File: src/rtl/rxmb_pkg.sv
package rxmb_pkg;
  localparam int ID_W      = 11;
  localparam int DLC_W     = 4;
  localparam int DATA_W    = 64;
  localparam int WORD_W    = 32;
  localparam int MAX_BYTES = DATA_W / 8;

  localparam logic [1:0] WSEL_HDR  = 2'd0;
  localparam logic [1:0] WSEL_LO   = 2'd1;
  localparam logic [1:0] WSEL_HI   = 2'd2;
  localparam logic [1:0] WSEL_CTRL = 2'd3;

  localparam int CB_RDY    = 0;
  localparam int CB_DN     = 1;
  localparam int CB_MUC    = 2;
  localparam int CB_RDY_WE = 8;
  localparam int CB_DN_CLR = 9;

  typedef enum logic [1:0] {
    ENG_IDLE = 2'd0,
    ENG_HDR  = 2'd1,
    ENG_LO   = 2'd2,
    ENG_HI   = 2'd3
  } eng_state_t;

  typedef struct packed {
    logic [WORD_W-1:0] hi;
    logic [WORD_W-1:0] lo;
    logic [WORD_W-1:0] hdr;
  } mb_image_t;
endpackage

File: src/rtl/rxmb_ram.sv
module rxmb_ram #(
  parameter int ADDR_W = 7,
  parameter int DW     = 32
) (
  input  logic              clk,
  input  logic              en,
  input  logic              we,
  input  logic [ADDR_W-1:0] addr,
  input  logic [DW-1:0]     wdata,
  output logic [DW-1:0]     rdata
);
  localparam int DEPTH = 1 << ADDR_W;

  logic [DW-1:0] mem [DEPTH];

  always_ff @(posedge clk) begin
    if (en) begin
      if (we) mem[addr] <= wdata;
      else    rdata     <= mem[addr];
    end
  end
endmodule

File: src/rtl/rxmb_flags.sv
module rxmb_flags #(
  parameter int NUM_BUF = 32,
  parameter int BUF_W   = $clog2(NUM_BUF)
) (
  input  logic               clk,
  input  logic               rst_n,
  input  logic               acc_fire,
  input  logic [BUF_W-1:0]   acc_buf,
  input  logic               done,
  input  logic [BUF_W-1:0]   done_buf,
  input  logic               ctl_we,
  input  logic [BUF_W-1:0]   ctl_buf,
  input  logic               rdy_we,
  input  logic               rdy_val,
  input  logic               dn_clr,
  output logic [NUM_BUF-1:0] rdy_vec,
  output logic [NUM_BUF-1:0] dn_vec,
  output logic [NUM_BUF-1:0] muc_vec
);
  for (genvar i = 0; i < NUM_BUF; i++) begin : g_buf
    logic hit_acc, hit_done, hit_ctl;
    assign hit_acc  = acc_fire && (acc_buf  == BUF_W'(i));
    assign hit_done = done     && (done_buf == BUF_W'(i));
    assign hit_ctl  = ctl_we   && (ctl_buf  == BUF_W'(i));

    always_ff @(posedge clk) begin
      if (!rst_n) begin
        rdy_vec[i] <= 1'b0;
        dn_vec[i]  <= 1'b0;
        muc_vec[i] <= 1'b0;
      end else begin
        if (hit_ctl && rdy_we && !muc_vec[i])
          rdy_vec[i] <= rdy_val;
        if (hit_acc || hit_done)
          dn_vec[i] <= 1'b1;
        else if (hit_ctl && dn_clr)
          dn_vec[i] <= 1'b0;
        if (hit_acc)
          muc_vec[i] <= 1'b1;
        else if (hit_done)
          muc_vec[i] <= 1'b0;
      end
    end
  end
endmodule

File: src/rtl/rxmb_hist_fifo.sv
module rxmb_hist_fifo #(
  parameter int DEPTH = 8,
  parameter int W     = 5
) (
  input  logic         clk,
  input  logic         rst_n,
  input  logic         push,
  input  logic [W-1:0] push_data,
  output logic         out_valid,
  input  logic         out_ready,
  output logic [W-1:0] out_data,
  output logic         ovf
);
  localparam int PW = (DEPTH > 1) ? $clog2(DEPTH) : 1;
  localparam int CW = $clog2(DEPTH + 1);

  logic [W-1:0]  store [DEPTH];
  logic [PW-1:0] wr_ptr, rd_ptr;
  logic [CW-1:0] cnt;
  logic          pop, do_push;

  assign out_valid = (cnt != '0);
  assign out_data  = store[rd_ptr];
  assign pop       = out_valid && out_ready;
  assign do_push   = push && ((cnt != CW'(DEPTH)) || pop);

  always_ff @(posedge clk) begin
    if (do_push) store[wr_ptr] <= push_data;
  end

  always_ff @(posedge clk) begin
    if (!rst_n) begin
      wr_ptr <= '0;
      rd_ptr <= '0;
      cnt    <= '0;
      ovf    <= 1'b0;
    end else begin
      if (do_push)
        wr_ptr <= (wr_ptr == PW'(DEPTH - 1)) ? '0 : wr_ptr + 1'b1;
      if (pop)
        rd_ptr <= (rd_ptr == PW'(DEPTH - 1)) ? '0 : rd_ptr + 1'b1;
      if (do_push && !pop)      cnt <= cnt + 1'b1;
      else if (pop && !do_push) cnt <= cnt - 1'b1;
      if (push && !do_push) ovf <= 1'b1;
    end
  end
endmodule

File: src/rtl/rxmb_store_eng.sv
module rxmb_store_eng
  import rxmb_pkg::*;
#(
  parameter int BUF_W = 5
) (
  input  logic              clk,
  input  logic              rst_n,
  input  logic              fr_valid,
  output logic              fr_ready,
  input  logic [BUF_W-1:0]  fr_buf,
  input  logic [ID_W-1:0]   fr_id,
  input  logic [DLC_W-1:0]  fr_dlc,
  input  logic [DATA_W-1:0] fr_data,
  input  logic              tgt_rdy,
  input  logic              cpu_busy,
  output logic              acc_fire,
  output logic              wr_req,
  output logic              wr_gnt,
  output logic [BUF_W-1:0]  wr_buf,
  output logic [1:0]        wr_sel,
  output logic [WORD_W-1:0] wr_data,
  output logic              done
);
  eng_state_t        st_q;
  mb_image_t         img_d, img_q;
  logic [BUF_W-1:0]  buf_q;
  logic [DLC_W-1:0]  nbytes;
  logic [DATA_W-1:0] masked;

  assign nbytes = (fr_dlc > DLC_W'(MAX_BYTES)) ? DLC_W'(MAX_BYTES) : fr_dlc;

  for (genvar k = 0; k < MAX_BYTES; k++) begin : g_mask
    assign masked[k*8 +: 8] = (DLC_W'(k) < nbytes) ? fr_data[k*8 +: 8] : 8'h00;
  end

  always_comb begin
    img_d.hdr = {{(WORD_W-DLC_W-ID_W){1'b0}}, fr_dlc, fr_id};
    img_d.lo  = masked[WORD_W-1:0];
    img_d.hi  = masked[DATA_W-1:WORD_W];
  end

  assign fr_ready = (st_q == ENG_IDLE) && !cpu_busy;
  assign acc_fire = fr_valid && fr_ready && tgt_rdy;
  assign wr_req   = (st_q != ENG_IDLE);
  assign wr_gnt   = wr_req && !cpu_busy;
  assign wr_buf   = buf_q;
  assign done     = wr_gnt && (st_q == ENG_HI);

  always_comb begin
    unique case (st_q)
      ENG_LO:  begin wr_sel = WSEL_LO;  wr_data = img_q.lo;  end
      ENG_HI:  begin wr_sel = WSEL_HI;  wr_data = img_q.hi;  end
      default: begin wr_sel = WSEL_HDR; wr_data = img_q.hdr; end
    endcase
  end

  always_ff @(posedge clk) begin
    if (!rst_n) begin
      st_q  <= ENG_IDLE;
      buf_q <= '0;
      img_q <= '0;
    end else begin
      if (acc_fire) begin
        st_q  <= ENG_HDR;
        buf_q <= fr_buf;
        img_q <= img_d;
      end else if (wr_gnt) begin
        unique case (st_q)
          ENG_HDR: st_q <= ENG_LO;
          ENG_LO:  st_q <= ENG_HI;
          default: st_q <= ENG_IDLE;
        endcase
      end
    end
  end
endmodule

File: src/rtl/rxmb_store_ctrl.sv
module rxmb_store_ctrl
  import rxmb_pkg::*;
#(
  parameter int NUM_BUF    = 32,
  parameter int HIST_DEPTH = 8,
  parameter int BUF_W      = $clog2(NUM_BUF)
) (
  input  logic              clk,
  input  logic              rst_n,
  input  logic              fr_valid,
  output logic              fr_ready,
  input  logic [BUF_W-1:0]  fr_buf,
  input  logic [ID_W-1:0]   fr_id,
  input  logic [DLC_W-1:0]  fr_dlc,
  input  logic [DATA_W-1:0] fr_data,
  input  logic              cpu_req,
  input  logic              cpu_we,
  input  logic [BUF_W-1:0]  cpu_buf,
  input  logic [1:0]        cpu_sel,
  input  logic [WORD_W-1:0] cpu_wdata,
  output logic              cpu_rvalid,
  output logic [WORD_W-1:0] cpu_rdata,
  output logic              hist_valid,
  input  logic              hist_ready,
  output logic [BUF_W-1:0]  hist_idx,
  output logic              hist_ovf
);
  localparam int ADDR_W = BUF_W + 2;

  logic [NUM_BUF-1:0] rdy_vec, dn_vec, muc_vec;
  logic               acc_fire, eng_wr_req, eng_wr_gnt, eng_done;
  logic [BUF_W-1:0]   eng_buf;
  logic [1:0]         eng_sel;
  logic [WORD_W-1:0]  eng_data;
  logic               cpu_ctl, cpu_ram;
  logic               ram_en, ram_we;
  logic [ADDR_W-1:0]  ram_addr;
  logic [WORD_W-1:0]  ram_wdata, ram_rdata;
  logic               rd_ctl_q, rvalid_q;
  logic [WORD_W-1:0]  ctl_snap_q;

  assign cpu_ctl = cpu_req && (cpu_sel == WSEL_CTRL);
  assign cpu_ram = cpu_req && (cpu_sel != WSEL_CTRL);

  rxmb_store_eng #(.BUF_W(BUF_W)) u_eng (
    .clk(clk), .rst_n(rst_n),
    .fr_valid(fr_valid), .fr_ready(fr_ready), .fr_buf(fr_buf),
    .fr_id(fr_id), .fr_dlc(fr_dlc), .fr_data(fr_data),
    .tgt_rdy(rdy_vec[fr_buf]), .cpu_busy(cpu_req),
    .acc_fire(acc_fire), .wr_req(eng_wr_req), .wr_gnt(eng_wr_gnt),
    .wr_buf(eng_buf), .wr_sel(eng_sel), .wr_data(eng_data), .done(eng_done)
  );

  rxmb_flags #(.NUM_BUF(NUM_BUF), .BUF_W(BUF_W)) u_flags (
    .clk(clk), .rst_n(rst_n),
    .acc_fire(acc_fire), .acc_buf(fr_buf),
    .done(eng_done), .done_buf(eng_buf),
    .ctl_we(cpu_ctl && cpu_we), .ctl_buf(cpu_buf),
    .rdy_we(cpu_wdata[CB_RDY_WE]), .rdy_val(cpu_wdata[CB_RDY]),
    .dn_clr(cpu_wdata[CB_DN_CLR]),
    .rdy_vec(rdy_vec), .dn_vec(dn_vec), .muc_vec(muc_vec)
  );

  rxmb_hist_fifo #(.DEPTH(HIST_DEPTH), .W(BUF_W)) u_hist (
    .clk(clk), .rst_n(rst_n),
    .push(acc_fire), .push_data(fr_buf),
    .out_valid(hist_valid), .out_ready(hist_ready), .out_data(hist_idx),
    .ovf(hist_ovf)
  );

  // CPU wins the single RAM port; engine only writes on its grant.
  always_comb begin
    if (cpu_ram) begin
      ram_en    = 1'b1;
      ram_we    = cpu_we;
      ram_addr  = {cpu_buf, cpu_sel};
      ram_wdata = cpu_wdata;
    end else begin
      ram_en    = eng_wr_gnt;
      ram_we    = eng_wr_gnt;
      ram_addr  = {eng_buf, eng_sel};
      ram_wdata = eng_data;
    end
  end

  rxmb_ram #(.ADDR_W(ADDR_W), .DW(WORD_W)) u_ram (
    .clk(clk), .en(ram_en), .we(ram_we), .addr(ram_addr),
    .wdata(ram_wdata), .rdata(ram_rdata)
  );

  always_ff @(posedge clk) begin
    if (!rst_n) begin
      rvalid_q   <= 1'b0;
      rd_ctl_q   <= 1'b0;
      ctl_snap_q <= '0;
    end else begin
      rvalid_q <= cpu_req && !cpu_we;
      if (cpu_req && !cpu_we) begin
        rd_ctl_q   <= cpu_ctl;
        ctl_snap_q <= {{(WORD_W-3){1'b0}}, muc_vec[cpu_buf], dn_vec[cpu_buf], rdy_vec[cpu_buf]};
      end
    end
  end

  assign cpu_rvalid = rvalid_q;
  assign cpu_rdata  = rd_ctl_q ? ctl_snap_q : ram_rdata;
endmodule

File: config.mk
export PLATFORM = sky130hd
export DESIGN_NAME = rxmb_store_ctrl
export DESIGN_NICKNAME = d
export VERILOG_FILES = /design/src/rtl/rxmb_pkg.sv /design/src/rtl/rxmb_ram.sv /design/src/rtl/rxmb_flags.sv /design/src/rtl/rxmb_hist_fifo.sv /design/src/rtl/rxmb_store_eng.sv /design/src/rtl/rxmb_store_ctrl.sv
export SDC_FILE = /design/constraint.sdc
export NUM_CORES = 2
export LEC_CHECK = 0
export BUFFER_PORTS_ARGS = -buffer_cell sky130_fd_sc_hd__clkbuf_2
export CAP_MARGIN = 30
export CORE_MARGIN = 2
export CORE_UTILIZATION = 29
export DETAILED_ROUTE_END_ITERATION = 10
export MAX_ROUTING_LAYER = met4
export SLEW_MARGIN = 5
export SYNTH_ARGS = -nofsm -noshare
export SYNTH_HDL_FRONTEND = slang
export SYNTH_HIERARCHICAL = 1
export SYNTH_MEMORY_MAX_BITS = 65536
export SYNTH_SLANG_ARGS = --single-unit
File: constraint.sdc
create_clock -name clk -period 15.61 [get_ports clk]
set_clock_uncertainty 0.2 [all_clocks]
set_input_delay 0.7805 -clock clk [delete_from_list [all_inputs] [get_ports clk]]
set_output_delay 0.7805 -clock clk [all_outputs]
set_load 0.01 [all_outputs]
Yosys cells after proc, flatten, opt, wreduce, memory -nomap -nowiden:

Memories as Yosys holds them, arrays and structs flattened. A register that Yosys moved wholly into a read port is not among the register bits.
Cells that the tools add are included.

* add/subtract/negate cells: 4
* $mul: 0
* div/mod/pow operators: 0
* $lt $le $gt $ge: 11
* equality and inequality tests: 101
* shift operators: 0
* multiplexer cells: 166
* bitwise operators: 2
* reductions and logical operators: 349

Operators with widths (number)
* 5-bit == test, second input constant: 48
* 1-bit logical AND: 206
* 1-bit 2-to-1 mux: 141
* 2-bit nonzero test: 67
* 5-bit by 4-bit == test with 1-bit output, second input constant: 24
* 32-bit 2-to-1 mux: 2
* 8-bit 2-to-1 mux: 8
* 32-bit one-hot mux with 2 select lines: 1
* 5-bit by 3-bit == test with 1-bit output, second input constant: 12
* 1-bit logical NOT: 36
* 1-bit logical OR: 33
* 5-bit by 2-bit == test with 1-bit output, second input constant: 6
* 1-bit binary-select mux with 5-bit select: 4
* 3-bit by 4-bit < comparator with 1-bit output, first input constant: 4
* 5-bit by 1-bit == test with 1-bit output, second input constant: 3
* 5-bit logical NOT: 3
* 5-bit by 6-bit < comparator with 1-bit output, second input constant: 2
* 3-bit 2-to-1 mux: 4
* 4-bit 2-to-1 mux: 3
* 1-bit by 4-bit < comparator with 1-bit output, first input constant: 2
* 2-bit by 4-bit < comparator with 1-bit output, first input constant: 2
* 2-bit one-hot mux with 2 select lines: 2
* 7-bit 2-to-1 mux: 1
* 3-bit by 1-bit adder with 3-bit output, second input constant: 2
* other kinds (13): 17

* register bits: 198
* bits in latches: 0
* bits in writable memories: 4136
* memory bits (read-only): 0
* input port bits: 129
* output and inout port bits: 41
* word-level logic and storage cells: 744
* memories: 2

Memory list
* u_ram.mem: depth 128, bits a word 32, read ports 1, clocked after Yosys merged registers in 1, write ports 1, line rxmb_ram.sv:14 `logic [DW-1:0] mem [DEPTH];`
* u_hist.store: depth 8, bits a word 5, read ports 1, clocked after Yosys merged registers in 1, write ports 1, line rxmb_hist_fifo.sv:17 `logic [W-1:0] store [DEPTH];`

Longest topological paths before layout:

* word-level depth: 9
* mapped depth: 18
* gate-level depth less buffers: 14

Cells and area by module:

Netlist, hierarchy kept.

By module, submodules not included
* rxmb_ram: instances 1, cells each 9575, area an instance 159395.4 µm², seq. area each 123958.9 µm²
* rxmb_flags: instances 1, cells each 445, area an instance 4035.1 µm², seq. area each 1921.8 µm²
* rxmb_store_eng: instances 1, cells each 290, area an instance 3335.7 µm², seq. area each 1721.7 µm²
* rxmb_hist_fifo: instances 1, cells each 135, area an instance 2239.6 µm², seq. area each 1481.4 µm²
* rxmb_store_ctrl: instances 1, cells each 220, area an instance 1981.9 µm², seq. area each 100.1 µm²

Worst setup path after synthesis:

No wires, ideal clock.

* path kind: input to register
* from: input cpu_sel[1]
* to: memory u_ram.mem[125][0], enable pin
* setup time: 0.502 ns
* arrival: 6.133 ns
* required time: 14.908 ns
* path slack: 8.775 ns
* stages: 13
* path buffers: 9
* cell sequence: nand2_1 > and2_1 > clkbuf_1 > buf_1 > mux2_2 > buf_2 > buf_4 > buf_2 > buf_2 > buf_2 > buf_2 > buf_2 > nor4_1

* elaborated cells on any way between the ends: 8
* classes of those cells: eq/ne (1); mux (6); reduce/logical (1)

RTL lines
* from (decl): line rxmb_store_ctrl.sv:19 `input logic [1:0] cpu_sel,`
* 2-bit inequality test: line rxmb_store_ctrl.sv:43 `assign cpu_ram = cpu_req && (cpu_sel != WSEL_CTRL);`
* 1-bit logical AND: line rxmb_store_ctrl.sv:43
* 7-bit 2-to-1 mux *: line rxmb_store_ctrl.sv:73 `if (cpu_ram) begin`
* via ram_addr[1]: line rxmb_store_ctrl.sv:37 `logic [ADDR_W-1:0] ram_addr;`
* to (decl): line rxmb_ram.sv:14

Mark *: on every way through the listed nets, which the timed path passes. The rest lies on a longest branch.

Final worst setup path:

* from: input cpu_sel[1]
* to: register u_ram.rdata[22] (read register of u_ram.mem), data pin

* elaborated cells on any way between the ends: 7
* classes of those cells: eq/ne (1); mux (3); bitwise (1); reduce/logical (2)

RTL lines
* 2-bit inequality test: line rxmb_store_ctrl.sv:43
* 1-bit logical AND: line rxmb_store_ctrl.sv:43
* 7-bit 2-to-1 mux: line rxmb_store_ctrl.sv:73
* via ram_addr[0]: line rxmb_store_ctrl.sv:37
* to (decl): line rxmb_ram.sv:10 `output logic [DW-1:0] rdata`

The timed path passes the listed nets, and every way through them passes these cells.
A chain may end at the register's enable or synchronous reset.

==> metrics.md <==
| Metric | Value |
|---|---|
| Antenna violations before repair | `54` |
| CTS tree | `built` |
| Sequential share of the synthesized area | `75.6%` |
| Mapped Area | `0.171 mm2` |
| Total power per unit cell area | `124 mW/mm2` |
| Total Neg Setup Slack | `0 ns` |
| Placed instance area | `0.182 mm2` |
| Post-synth cell types | `89` |
| CTS buffer count | `430` |
| Max Freq | `129 MHz` |
| IO Count | `170` |
| Via count | `107000` |
| Final Cell Area | `0.197 mm2` |
| CP Data Required Time | `16.16 ns` |
| Reg2Reg Setup Slack | `8.77 ns` |
| CP max-delay cell | `nand4_1` |
| Area growth, synth to finish | `15.3%` |
| EDFF count, synth | `4168` |
| Nets@finish | `11000` |
| Crit path buf inv count | `8` |
| Antenna Violating Nets Remaining | `0` |
| Top delay family on crit path | `buffers and inverters` |
| Final hold vios | `0` |
| CTS max path bufs | `4` |
| R2R depth | `13` |
| Reg2reg start | `u_eng/st_q[0]` |
| Min-delay src | `cpu_req` |
| Worst-Margin Slew | `1.14 ns` |
| Cell mode on critical path | `buf_4` |
| Hpwl dp | `326000 um` |
| # Post-CTS Setup Buffers | `0` |
| DRC errors left | `0` |
| DIE WIDTH | `772 um` |
| Top FF cell, synth | `edfxtp_1` |
| Reg2reg end | `u_ram/rdata[22]` |
| Total wire length | `577000 um` |
| Pre-Repair DR Iteration Count | `10` |
| Pins Over Slew Limit | `0` |
| Total power | `0.0244 W` |
| Tcrit/Tclk final | `49.8%` |
| Cells along the critical path | `dlygate4sd3_1 -> clkbuf_2 -> nand2_1 -> and2_4 -> buf_4 -> mux2_8 -> buf_4 -> buf_4 -> inv_8 -> buf_4 -> buf_12 -> o21ai_0 -> a221oi_1 -> o22a_1 -> nand4_1 -> a32o_1` |
| Leak | `63.8 nW` |
| Mapped Nets | `10800` |
| Die ar. | `0.596 mm2` |
| Root buf cell | `clkbuf_16` |
| Core Util, Final | `33.5%` |
| Row cnt | `282` |
| Worst Setup Start Kind | `input pin` |
| Clk slew on worst S/H paths | `0.06 ns` |
| Warnings from Yosys | `6` |
| Fin crit period | `7.78 ns` |
| #FFs+latches synth | `4369` |
| Most common cell in the synthesized netlist | `edfxtp_1` |
| Fill count | `56200` |
| Crit end category | `flip-flop` |
| Core ar. | `0.589 mm2` |
| Share of cells above drive strength 1 | `13.8%` |
| WL/cell | `30.2 um` |
| Vias per cell | `5.60` |
| Synth top area share | `73.2%` |
| Synth top cells by count | `edfxtp_1 (4168), a21oi_1 (820), a22oi_1 (666), o21ai_0 (596), mux2i_1 (593)` |
| Final setup fails | `0` |
| Initial Util | `29.1%` |
| GR Overflow Total | `0` |
| Largest net degree at the start of global routing | `129` |
| Placer's final routability congestion estimate | `0.895` |
| CTS sink cnt | `4369` |
| CP peak stage delay | `0.80 ns` |
| First-pass GRT wire length | `799000 um` |
| H-tree levels | `5` |
| Max FO, Critical Path | `81` |
| Hold Path Class | `input pin to flip-flop` |
| Rel. slew slack | `23.5%` |
| Post-synth top area cell | `edfxtp_1` |
| Die H | `772 um` |
| Synth top area cells | `edfxtp_1 (73%), mux2i_1 (3.5%), a22oi_1 (2.9%), a21oi_1 (2.4%), dfxtp_1 (2.4%)` |
| Hold Path End | `u_eng/st_q[1]` |
| Hold Crit Depth | `4` |
| Synth Instances | `10700` |
| Ys async rst share | `0%` |
| Port Buffers | `169` |
| Peak supply drop | `93.6 uV` |
| Gr usage total | `19.1%` |
| Max Cap Viol | `0` |
| Vias in the first global route | `101000` |
| Status | `finished, final reports clean` |
| Clk_lat worst skew | `0.99 ns` |
| RSZ-0062 raised after global routing | `false` |
| CP arrival | `8.33 ns` |
| WHS | `0.141 ns` |
| Critical path type | `input pin to flip-flop` |
| Detailed Route Iter0 Violations | `16700` |
| Average size of a mapped cell | `16.0 um2` |
-- worst max path at each step --
stage | from | cells past startpoint | slack, ns | end
floorplan | cpu_sel[1] | 13 | 8.78 | u_ram/mem[125][0]
global placement | cpu_sel[0] | 16 | 7.39 | u_ram/rdata[19]
detailed placement | cpu_sel[0] | 15 | 7.64 | u_ram/rdata[22]
CTS | cpu_sel[1] | 16 | 8.16 | u_ram/rdata[22]
global route | cpu_sel[1] | 16 | 7.97 | u_ram/rdata[22]
finish | cpu_sel[1] | 16 | 7.83 | u_ram/rdata[22]
-- kinds of logic after synthesis --
| family | count (synthesis) | share of synthesized area (%) |
|---|---|---|
| adders and majority gates | 13 | 0.0995 |
| buffers and inverters | 847 | 2.31 |
| DFF | 4369 | 75.6 |
| xor gates and xnor gates | 2 | 0.0102 |
| AOI/OAI and AO/OA | 3319 | 13.2 |
| muxes | 837 | 5.30 |
| and+or+nand+nor | 1278 | 3.54 |
-- power by group --
| group | switching, W | internal [W] |
|---|---|---|
| clock | 0.00450 | 0.00547 |
| sequential | 0.0000424 | 0.0128 |
| combinational | 0.00116 | 0.000411 |
| total | 0.00571 | 0.0187 |
-- sequential cells by signal, indices dropped and copies added (netlist names), 4 cells and up, named ones only --
signal / flops
u_flags/rdy_vec: 32
u_flags/dn_vec: 32
u_hist/cnt: 4
u_ram/rdata: 32
u_flags/muc_vec: 32
u_ram/mem: 4096
u_eng/wr_buf: 5
u_eng/img_q: 79
u_hist/store: 40
-- stage by stage --
| step | worst slack [ns] | instances |
|---|---|---|
| floorplan | 8.78 | 10700 |
| global placement | 7.39 | 18200 |
| detailed placement | 7.64 | 18200 |
| CTS | 8.16 | 19100 |
| global route | 7.97 | 19100 |
| finish | 7.83 | 19100 |
-- area by class of cell --
class	count	area, um2	area share (%)
multi-input cells	5449	39500	20.1
repair buffers	639	5050	2.56
diodes	81	203	0.103
well taps	7810	9770	4.96
inverters	16	80.1	0.0406
clock buffers	553	11500	5.82
flip-flops and latches	4369	129000	65.6
clock inverters	229	1800	0.911
-- layer usage --
layer / vias up / routed length (um) / share of wire [%] / track usage [%]
met5: - / 0 / 0 / -
met4: 0 / 28300 / 4.9 / 8.71
met3: 1166 / 64100 / 11 / 4.08
met2: 6961 / 261000 / 45 / 28.8
met1: 55300 / 224000 / 39 / 24.7
li1: 43800 / - / - / -
-- worst min-delay path: cells and delay by family --
family                 cells  cell delay [ns]
and+or+nand+nor            2             0.17
buffers and inverters      1             0.13
muxes                      1             0.18
-- layout by cell type (no fill, tap or decap), types with 82 or more instances in the layout --
| cell | count |
|---|---|
| a21oi_1 | 820 |
| a221o_1 | 97 |
| a221oi_1 | 265 |
| a222oi_1 | 83 |
| a22o_1 | 97 |
| a22oi_1 | 666 |
| buf_4 | 350 |
| clkbuf_1 | 109 |
| clkbuf_16 | 440 |
| clkbuf_2 | 168 |
| clkinv_1 | 101 |
| dfxtp_1 | 200 |
| dlygate4sd3_1 | 82 |
| edfxtp_1 | 4168 |
| mux2_2 | 128 |
| mux2i_1 | 593 |
| nand2_1 | 424 |
| nor2_1 | 299 |
| nor2_4 | 127 |
| o21ai_0 | 593 |
| o221ai_1 | 87 |
| o22ai_1 | 160 |
-- repair_timing --
action | in CTS | in global routing
hold buffers | 82 | 0
resized for setup | 0 | 0
hold endpoints to repair | 82 | 0
No activity file was read; power rests on OpenSTA's default activity.
